**config.mk**
```make
export PLATFORM = sky130hd
export DESIGN_NAME = mac_acc_unit
export DESIGN_NICKNAME = d
export VERILOG_FILES = /design/src/rtl/mac_pkg.sv /design/src/rtl/mac_mult.sv /design/src/rtl/mac_acc_next.sv /design/src/rtl/mac_drain_window.sv /design/src/rtl/mac_acc_unit.sv
export SDC_FILE = /design/constraint.sdc
export NUM_CORES = 2
export LEC_CHECK = 0
export ABC_AREA = 1
export BUFFER_PORTS_ARGS = -buffer_cell sky130_fd_sc_hd__buf_2
export CAP_MARGIN = 0
export CORE_UTILIZATION = 25
export CTS_CLUSTER_DIAMETER = 60
export CTS_CLUSTER_SIZE = 8
export DETAILED_ROUTE_END_ITERATION = 7
export PLACE_DENSITY_LB_ADDON = 0.3
export SLEW_MARGIN = 10
export SYNTH_ARGS = -nofsm -noshare
export SYNTH_HDL_FRONTEND = slang
export SYNTH_SLANG_ARGS = --single-unit
```
**constraint.sdc**
```tcl
create_clock -name clk -period 2.7 [get_ports clk]
set_clock_uncertainty 0.05 [all_clocks]
set_input_delay 0.27 -clock clk [delete_from_list [all_inputs] [get_ports clk]]
set_output_delay 0.27 -clock clk [all_outputs]
set_load 0.02 [all_outputs]
```
**src/rtl/mac_pkg.sv**
```systemverilog
package mac_pkg;

    typedef enum logic [1:0] {
        MAC_OP_IDLE  = 2'b00,
        MAC_OP_ADD   = 2'b01,
        MAC_OP_SUB   = 2'b10,
        MAC_OP_DRAIN = 2'b11
    } mac_op_e;

endpackage

```
**src/rtl/mac_mult.sv**
```systemverilog
module mac_mult #(
    parameter int OPW = 32
) (
    input  logic [OPW-1:0]   a_i,
    input  logic [OPW-1:0]   b_i,
    output logic [2*OPW-1:0] prod_o
);
    localparam int PW = 2 * OPW;

    logic signed [PW-1:0] a_ext;
    logic signed [PW-1:0] b_ext;

    // Sign-extend both operands first so the product is the full signed width.
    always_comb begin
        a_ext  = {{OPW{a_i[OPW-1]}}, a_i};
        b_ext  = {{OPW{b_i[OPW-1]}}, b_i};
        prod_o = a_ext * b_ext;
    end

endmodule

```
**src/rtl/mac_acc_next.sv**
```systemverilog
module mac_acc_next
    import mac_pkg::*;
#(
    parameter int OPW = 32
) (
    input  mac_op_e          op_i,
    input  logic [2*OPW-1:0] acc_i,
    input  logic [2*OPW-1:0] prod_i,
    input  logic             lo_we_i,
    input  logic             hi_we_i,
    input  logic [OPW-1:0]   wdata_i,
    output logic [2*OPW-1:0] acc_nxt_o
);
    localparam int ACCW = 2 * OPW;

    logic [OPW-1:0] lo_sel;
    logic [OPW-1:0] hi_sel;

    // Register writes apply only when no operation is issued.
    always_comb begin
        lo_sel = lo_we_i ? wdata_i : acc_i[OPW-1:0];
        hi_sel = hi_we_i ? wdata_i : acc_i[ACCW-1:OPW];
    end

    always_comb begin
        unique case (op_i)
            MAC_OP_IDLE:  acc_nxt_o = {hi_sel, lo_sel};
            MAC_OP_ADD:   acc_nxt_o = acc_i + prod_i;
            MAC_OP_SUB:   acc_nxt_o = acc_i - prod_i;
            MAC_OP_DRAIN: acc_nxt_o = '0;
        endcase
    end

endmodule

```
**src/rtl/mac_drain_window.sv**
```systemverilog
module mac_drain_window #(
    parameter int OPW   = 32,
    parameter int SHIFT = 28
) (
    input  logic [2*OPW-1:0] acc_i,
    output logic [OPW-1:0]   win_o
);
    localparam int ACCW = 2 * OPW;

    generate
        if (SHIFT == 0) begin : g_noshift
            assign win_o = acc_i[OPW-1:0];
        end else begin : g_shift
            logic signed [ACCW-1:0] shifted;
            always_comb begin
                shifted = $signed(acc_i) >>> SHIFT;
            end
            assign win_o = shifted[OPW-1:0];
        end
    endgenerate

endmodule

```
**src/rtl/mac_acc_unit.sv**
```systemverilog
module mac_acc_unit
    import mac_pkg::*;
#(
    parameter int OPW   = 32,
    parameter int SHIFT = 28
) (
    input  logic           clk,
    input  logic           rst_n,
    input  logic [1:0]     op_i,
    input  logic [OPW-1:0] a_i,
    input  logic [OPW-1:0] b_i,
    input  logic           lo_we_i,
    input  logic           hi_we_i,
    input  logic [OPW-1:0] wdata_i,
    output logic [OPW-1:0] drain_o,
    output logic [OPW-1:0] acc_lo_o,
    output logic [OPW-1:0] acc_hi_o
);
    localparam int ACCW = 2 * OPW;

    mac_op_e         op;
    logic [ACCW-1:0] acc_q;
    logic [ACCW-1:0] acc_nxt;
    logic [ACCW-1:0] prod;
    logic [OPW-1:0]  win;
    logic [OPW-1:0]  drain_q;

    assign op = mac_op_e'(op_i);

    mac_mult #(.OPW(OPW)) u_mult (
        .a_i    (a_i),
        .b_i    (b_i),
        .prod_o (prod)
    );

    mac_acc_next #(.OPW(OPW)) u_next (
        .op_i      (op),
        .acc_i     (acc_q),
        .prod_i    (prod),
        .lo_we_i   (lo_we_i),
        .hi_we_i   (hi_we_i),
        .wdata_i   (wdata_i),
        .acc_nxt_o (acc_nxt)
    );

    mac_drain_window #(.OPW(OPW), .SHIFT(SHIFT)) u_win (
        .acc_i (acc_q),
        .win_o (win)
    );

    // Sum register
    always_ff @(posedge clk or negedge rst_n) begin
        if (!rst_n) begin
            acc_q <= '0;
        end else begin
            acc_q <= acc_nxt;
        end
    end

    // Drain capture register
    always_ff @(posedge clk or negedge rst_n) begin
        if (!rst_n) begin
            drain_q <= '0;
        end else if (op == MAC_OP_DRAIN) begin
            drain_q <= win;
        end
    end

    assign acc_lo_o = acc_q[OPW-1:0];
    assign acc_hi_o = acc_q[ACCW-1:OPW];
    assign drain_o  = drain_q;

    // multiply-add result relative to previous sum and operands
    a_r2_add: assert property (@(posedge clk) disable iff (!rst_n)
        (op_i == 2'b01) |=>
            ({acc_hi_o, acc_lo_o} == ($past({acc_hi_o, acc_lo_o})
                + ({{OPW{$past(a_i[OPW-1])}}, $past(a_i)}
                 * {{OPW{$past(b_i[OPW-1])}}, $past(b_i)}))));

    // multiply-subtract result
    a_r3_sub: assert property (@(posedge clk) disable iff (!rst_n)
        (op_i == 2'b10) |=>
            ({acc_hi_o, acc_lo_o} == ($past({acc_hi_o, acc_lo_o})
                - ({{OPW{$past(a_i[OPW-1])}}, $past(a_i)}
                 * {{OPW{$past(b_i[OPW-1])}}, $past(b_i)}))));

    // drain clears both halves
    a_r4_drain_clears: assert property (@(posedge clk) disable iff (!rst_n)
        (op_i == 2'b11) |=> (acc_lo_o == '0 && acc_hi_o == '0));

    // low-half write leaves high half untouched
    a_r6_lo_write: assert property (@(posedge clk) disable iff (!rst_n)
        (op_i == 2'b00 && lo_we_i && !hi_we_i) |=>
            (acc_lo_o == $past(wdata_i) && acc_hi_o == $past(acc_hi_o)));

    // a drain wins over a simultaneous write
    a_r7_op_wins: assert property (@(posedge clk) disable iff (!rst_n)
        (op_i == 2'b11 && (lo_we_i || hi_we_i)) |=>
            (acc_lo_o == '0 && acc_hi_o == '0));

    // idle without writes holds the sum
    a_r8_hold_sum: assert property (@(posedge clk) disable iff (!rst_n)
        (op_i == 2'b00 && !lo_we_i && !hi_we_i) |=>
            ($stable(acc_lo_o) && $stable(acc_hi_o)));

    // drain output moves only on a drain
    a_r8_hold_drain: assert property (@(posedge clk) disable iff (!rst_n)
        (op_i != 2'b11) |=> $stable(drain_o));

endmodule

```
### After elaboration in Yosys (flattened, before gate mapping)

Cells that the tools add are included.

| storage, ports and cells | value |
|---|---|
| flip-flop bits (word level) | 96 |
| input port bits | 102 |
| output and inout port bits | 96 |
| logic and storage cells | 15 |

| operators by class | value |
|---|---|
| add/sub/neg operators | 2 |
| multipliers | 1 |
| eq/ne operators | 5 |
| muxes and demuxes | 3 |
| reduce and logical (&&, ||, !) cells | 1 |

Operators by type and width:

| cell | count |
|---|---|
| 64-bit case mux with 4 select lines | 1 |
| 64-bit adder | 1 |
| 32-bit by 32-bit multiplier with 64-bit output | 1 |
| 32-bit two-way mux | 2 |
| 64-bit subtractor | 1 |
| 2-bit equality test, second input constant | 2 |
| 2-bit inequality test, second input constant | 2 |
| 2-bit by 1-bit equality test with 1-bit output, second input constant | 1 |
| 2-bit zero test | 1 |

### Longest topological paths before layout

| depth | value |
|---|---|
| depth in word-level cells | 3 |
| mapped depth | 60 |
| depth with buffers taken out | 59 |

### By module

A second synthesis with hierarchy kept.

| second synthesis, totals | value |
|---|---|
| cell total of the unflattened synthesis | 7091 |
| area, all modules | 50699.9 um2 |

Modules (own cells, without submodules):

| module | times used | cells an instance | area an instance (um2) | sequential area each (um2) |
|---|---|---|---|---|
| mac_mult | 1 | 4917 | 38391.8 | 0.0 |
| mac_acc_next | 1 | 1938 | 9098.7 | 0.0 |
| mac_acc_unit | 1 | 204 | 2969.1 | 2402.3 |
| mac_drain_window | 1 | 32 | 240.2 | 0.0 |

### Worst setup path before layout

No wires, ideal clock.

| timing path | value |
|---|---|
| path kind | in2reg |
| from | in a_i[31] |
| to | reg acc_q[63] |
| library setup time | 0.077 ns |
| arrival time | 9.523 ns |
| required time | 2.573 ns |
| path slack | -6.951 ns |
| stages | 47 |
| path buffers | 1 |
| cell sequence | clkbuf_1 nand2_1 inv_1 fa_1 fa_1 fa_1 fa_1 inv_1 fa_1 inv_1 fa_1 inv_1 fa_1 inv_1 fa_1 ha_1 nand2_1 nor2_1 [11 not listed] nand2_1 o21ai_1 ha_1 nand2_1 nor2_1 inv_1 nor2_1 and3_1 inv_1 o21ai_0 inv_1 nand2_1 nand3_1 nand2_1 inv_1 nand3_1 nand3_1 a21oi_1 |

| on the way | value |
|---|---|
| longest elaborated chain between the ends | 3 |
| elaborated cells between the ends (all ways) | 4 |
| those cells by class | add/sub (2); mul (1); mux (1) |

RTL lines:

| element | line | text |
|---|---|---|
| start, declared | mac_acc_unit.sv:10 | `input logic [OPW-1:0] a_i,` |
| 32-bit by 32-bit multiplier with 64-bit output (*) | mac_mult.sv:17 | `prod_o = a_ext * b_ext;` |
| 64-bit subtractor or 64-bit adder (tied branches) | mac_acc_next.sv:29, mac_acc_next.sv:28 |  |
| 64-bit case mux with 4 select lines (*) | mac_acc_next.sv:26 | `unique case (op_i)` |
| end signal, assigned | mac_acc_unit.sv:56 | `acc_q <= acc_nxt;` |
| end, declared | mac_acc_unit.sv:22 | `logic [ACCW-1:0] acc_q;` |

Mark *: on every way between the ends. The rest lies on a longest branch, timed or not.
A chain may end at the register's enable or synchronous reset.

### Worst setup path after layout

| timing path | value |
|---|---|
| from | in a_i[20] |
| to | reg acc_q[63] |

The elaborated chain is that of the path after synthesis.

==> impl_results.md <==
- Outcome: finished, violations left
- Failing checks: negative setup slack
- GR met2 Demand/Resource: 33.82%
- Design Area, Final: 70080 µm²
- DIE AREA: 196000 µm²
- Grt peak-use layer: met2
- Clock Tree Root: clkbuf_16
- Initial antenna violation count: 5
- CTS tree: yes
- I/O Buffers: ~200
- IO Pins: 198
- Register area: 2402 µm²
- Top cells by area, synth: fa_1 (45%), inv_1 (14%), nand2_1 (13%)
- Yosys top cell area share: 44.64%
- Die height: roughly 440 µm
- Syn_area_per_cell: 7.483 µm²
- Pre-Repair DR Iteration Count: 6
- Ys Warns: 0
- DR WL/cell: 17.37 µm
- Tcrit/Tclk final: 337.7%
- Post-DRT Antenna Nets: 0
- Max-slew headroom: 51.51%
- Worst EP required: 2.99 ns
- Unique masters post-synth: 53
- Worst Tran Pin Value: around 0.73 ns
- Total CTS buffers: 9
- Grt total ovfl: 0
- Final wirelength: 178700 µm
- M1 GR Usage: 23.18%
- Worst path max stage delay: 0.61 ns
- Ys flop type: dfrtp_1
- Starting Density: 25.19%
- GR Util All Layers: 18.28%
- Syn nets: 7927
- Top-count cell post-synth: inv_1
- Setup ws final: -6.418 ns
- Largest net degree at the start of global routing: 52
- RSZ-0062 raised after global routing: true
- Seq cells post-synth: 96
- Critical Path End Type: flop
- Mapped Cells: 6490
- Routed via count: 45130
- Synth top cells by count: inv_1 (1866), nand2_1 (1640), fa_1 (1083)
- Horiz. Die Dim: 442.7 µm
- Crit path DAT: 9.41 ns
- CP startpoint kind: input pin
- Worst path slowest cell: fa_1
- # DRC: 0
- Cell type with the largest total area after synthesis: fa_1
- Vias in the first global route: slightly below 50000
- # rows: 161
- Initial DRC count: 2297
- Final RePlAce weighted congestion: 0.9276
- Seq/Total Area, Yosys: 4.947%
- Clock Latency Late Sink: 0.40 ns
- Pins Over Slew Limit: 0
- Period minus WS final: 9.118 ns
- Most frequent CP cell: fa_1
- Asr flop ratio synth: between 90% and 100%
- Final setup violation count: 61
- Final HPWL DP: 150700 µm
- Nets: roughly 9000
- Post-synth EDFFs: 0
- Clock slew at reported path FFs: between 0.1 and 0.15 ns
- Crit-path max FO: 16
- FILL cells: 19700
- GR Util met3: 1.182%
- Clock Path Buffers: 2
- Post-DP Area: 62150 µm²
- Final Hold Viols: 0
- Cell Area, Synth: 48560 µm²
- Layout cells sized above 1: between 30% and 40%
- H-tree depth: 3
- Pre-CTS WS: -7.643 ns
- Min Hold Slack: 0.1588 ns
- Hold WC Path Type: in -> reg
- P&R area growth vs syn: 44.31%
- CP Class: in -> reg
- Vias per Instance: 4.388
- First-pass GRT wire length: 280500 µm
- CTS Sinks: 96
- Fmax: 109.7 MHz
- Max-cap violations: 0
- Area occupied by multi-input gates: 44500 µm²
- Core Footprint: 192800 µm²
==> worst max-delay path: cells and delay by family <==
kind | cells | cell delay, ns
adder cells (fa/ha/maj) | 10 | 4.80
AND/OR/NAND/NOR | 23 | 2.16
buffers and inverters | 11 | 1.20
AO/OA/AOI/OAI | 5 | 0.69
XOR/XNOR | 1 | 0.20
==> flip-flops by register name, indices dropped and copies added (netlist names) <==
register and cells:
acc_q 64, drain_o 32
==> placed cells by master (no fill, tap or decap), types with 36 or more instances in the layout <==
master | synthesis | layout
buf_12 | 0 | 79
nand3_2 | 7 | 45
buf_4 | 1 | 1092
nand2_2 | 17 | 192
nand3_1 | 123 | 71
dfrtp_1 | 96 | 96
ha_1 | 252 | 142
a21oi_1 | 243 | 112
buf_2 | 0 | 149
ha_4 | 0 | 109
nor2_1 | 363 | 201
o21ai_2 | 2 | 36
buf_6 | 0 | 122
nor2_4 | 8 | 117
inv_1 | 1866 | 1711
inv_2 | 16 | 163
nand2_4 | 0 | 90
nand2_1 | 1640 | 1374
fa_1 | 1083 | 1014
fa_2 | 0 | 69
a21oi_2 | 2 | 98
a31oi_1 | 77 | 47
xor2_1 | 63 | 38
nor2_2 | 24 | 77
o21ai_1 | 7 | 57
==> worst paths after layout <==
kind                       slack (ns)        start  depth (start not counted)     endpoint
hold / removal                   0.16   wdata_i[4]                          3    acc_q[36]
setup / recovery                -6.42      a_i[20]                         50    acc_q[63]
hold reg to reg                  0.46  drain_o[20]                          1  drain_o[20]
min in group asynchronous        0.41        rst_n                          2     acc_q[5]
max in group asynchronous        1.47        rst_n                          3    acc_q[57]
setup reg to reg                -0.68     acc_q[0]                         25    acc_q[20]
==> repair_timing <==
action	CTS	global route
setup endpoints to repair	63	62
hold endpoints to repair	38	0
buffers inserted	135	77
hold buffers	1	0
resized for setup	826	639
cloned	11	5
pin swaps	359	317
==> stage by stage <==
step	TNS [ns]	util, %	std cells
global route	-349.48	36.35	10280
floorplan	-281.18	-	6490
detailed placement	-382.52	32.24	10050
CTS	-327.77	34.72	10210
finish	-329.02	36.35	10280
global placement	-382.07	32.24	10050
==> routing by layer <==
| metal | routed length (µm) | part of all wire, % | up-vias |
|---|---|---|---|
| li1 | - | - | 21190 |
| met4 | 5023 | 2.8 | 4 |
| met1 | 74920 | 42 | 22870 |
| met2 | 93050 | 52 | 846 |
| met5 | 23 | 0.013 | - |
| met3 | 5643 | 3.2 | 218 |
==> layout make-up <==
type | count | share of cell area [%]
clock buffer | 9 | 0.3214
timing repair buffer | 1477 | 17.99
inverter | 1886 | 10.14
clock inverter | 7 | 0.1160
tap | 2526 | 4.510
multi-input combinational | 4281 | 63.49
antenna | 2 | 0.007141
sequential | 96 | 3.428
==> cells by family after synthesis <==
| family | Yosys count | synth area share (%) |
|---|---|---|
| simple gates | 2307 | 19.35 |
| buf+inv | 2113 | 16.34 |
| fa+ha+maj | 1335 | 51.14 |
| compound gates | 521 | 5.931 |
| flops | 96 | 4.947 |
| xor+xnor | 86 | 1.551 |
| mux | 32 | 0.7420 |
Power is not shown: default switching activity piles up to over one toggle a cycle in this logic, so the estimate is an artifact.
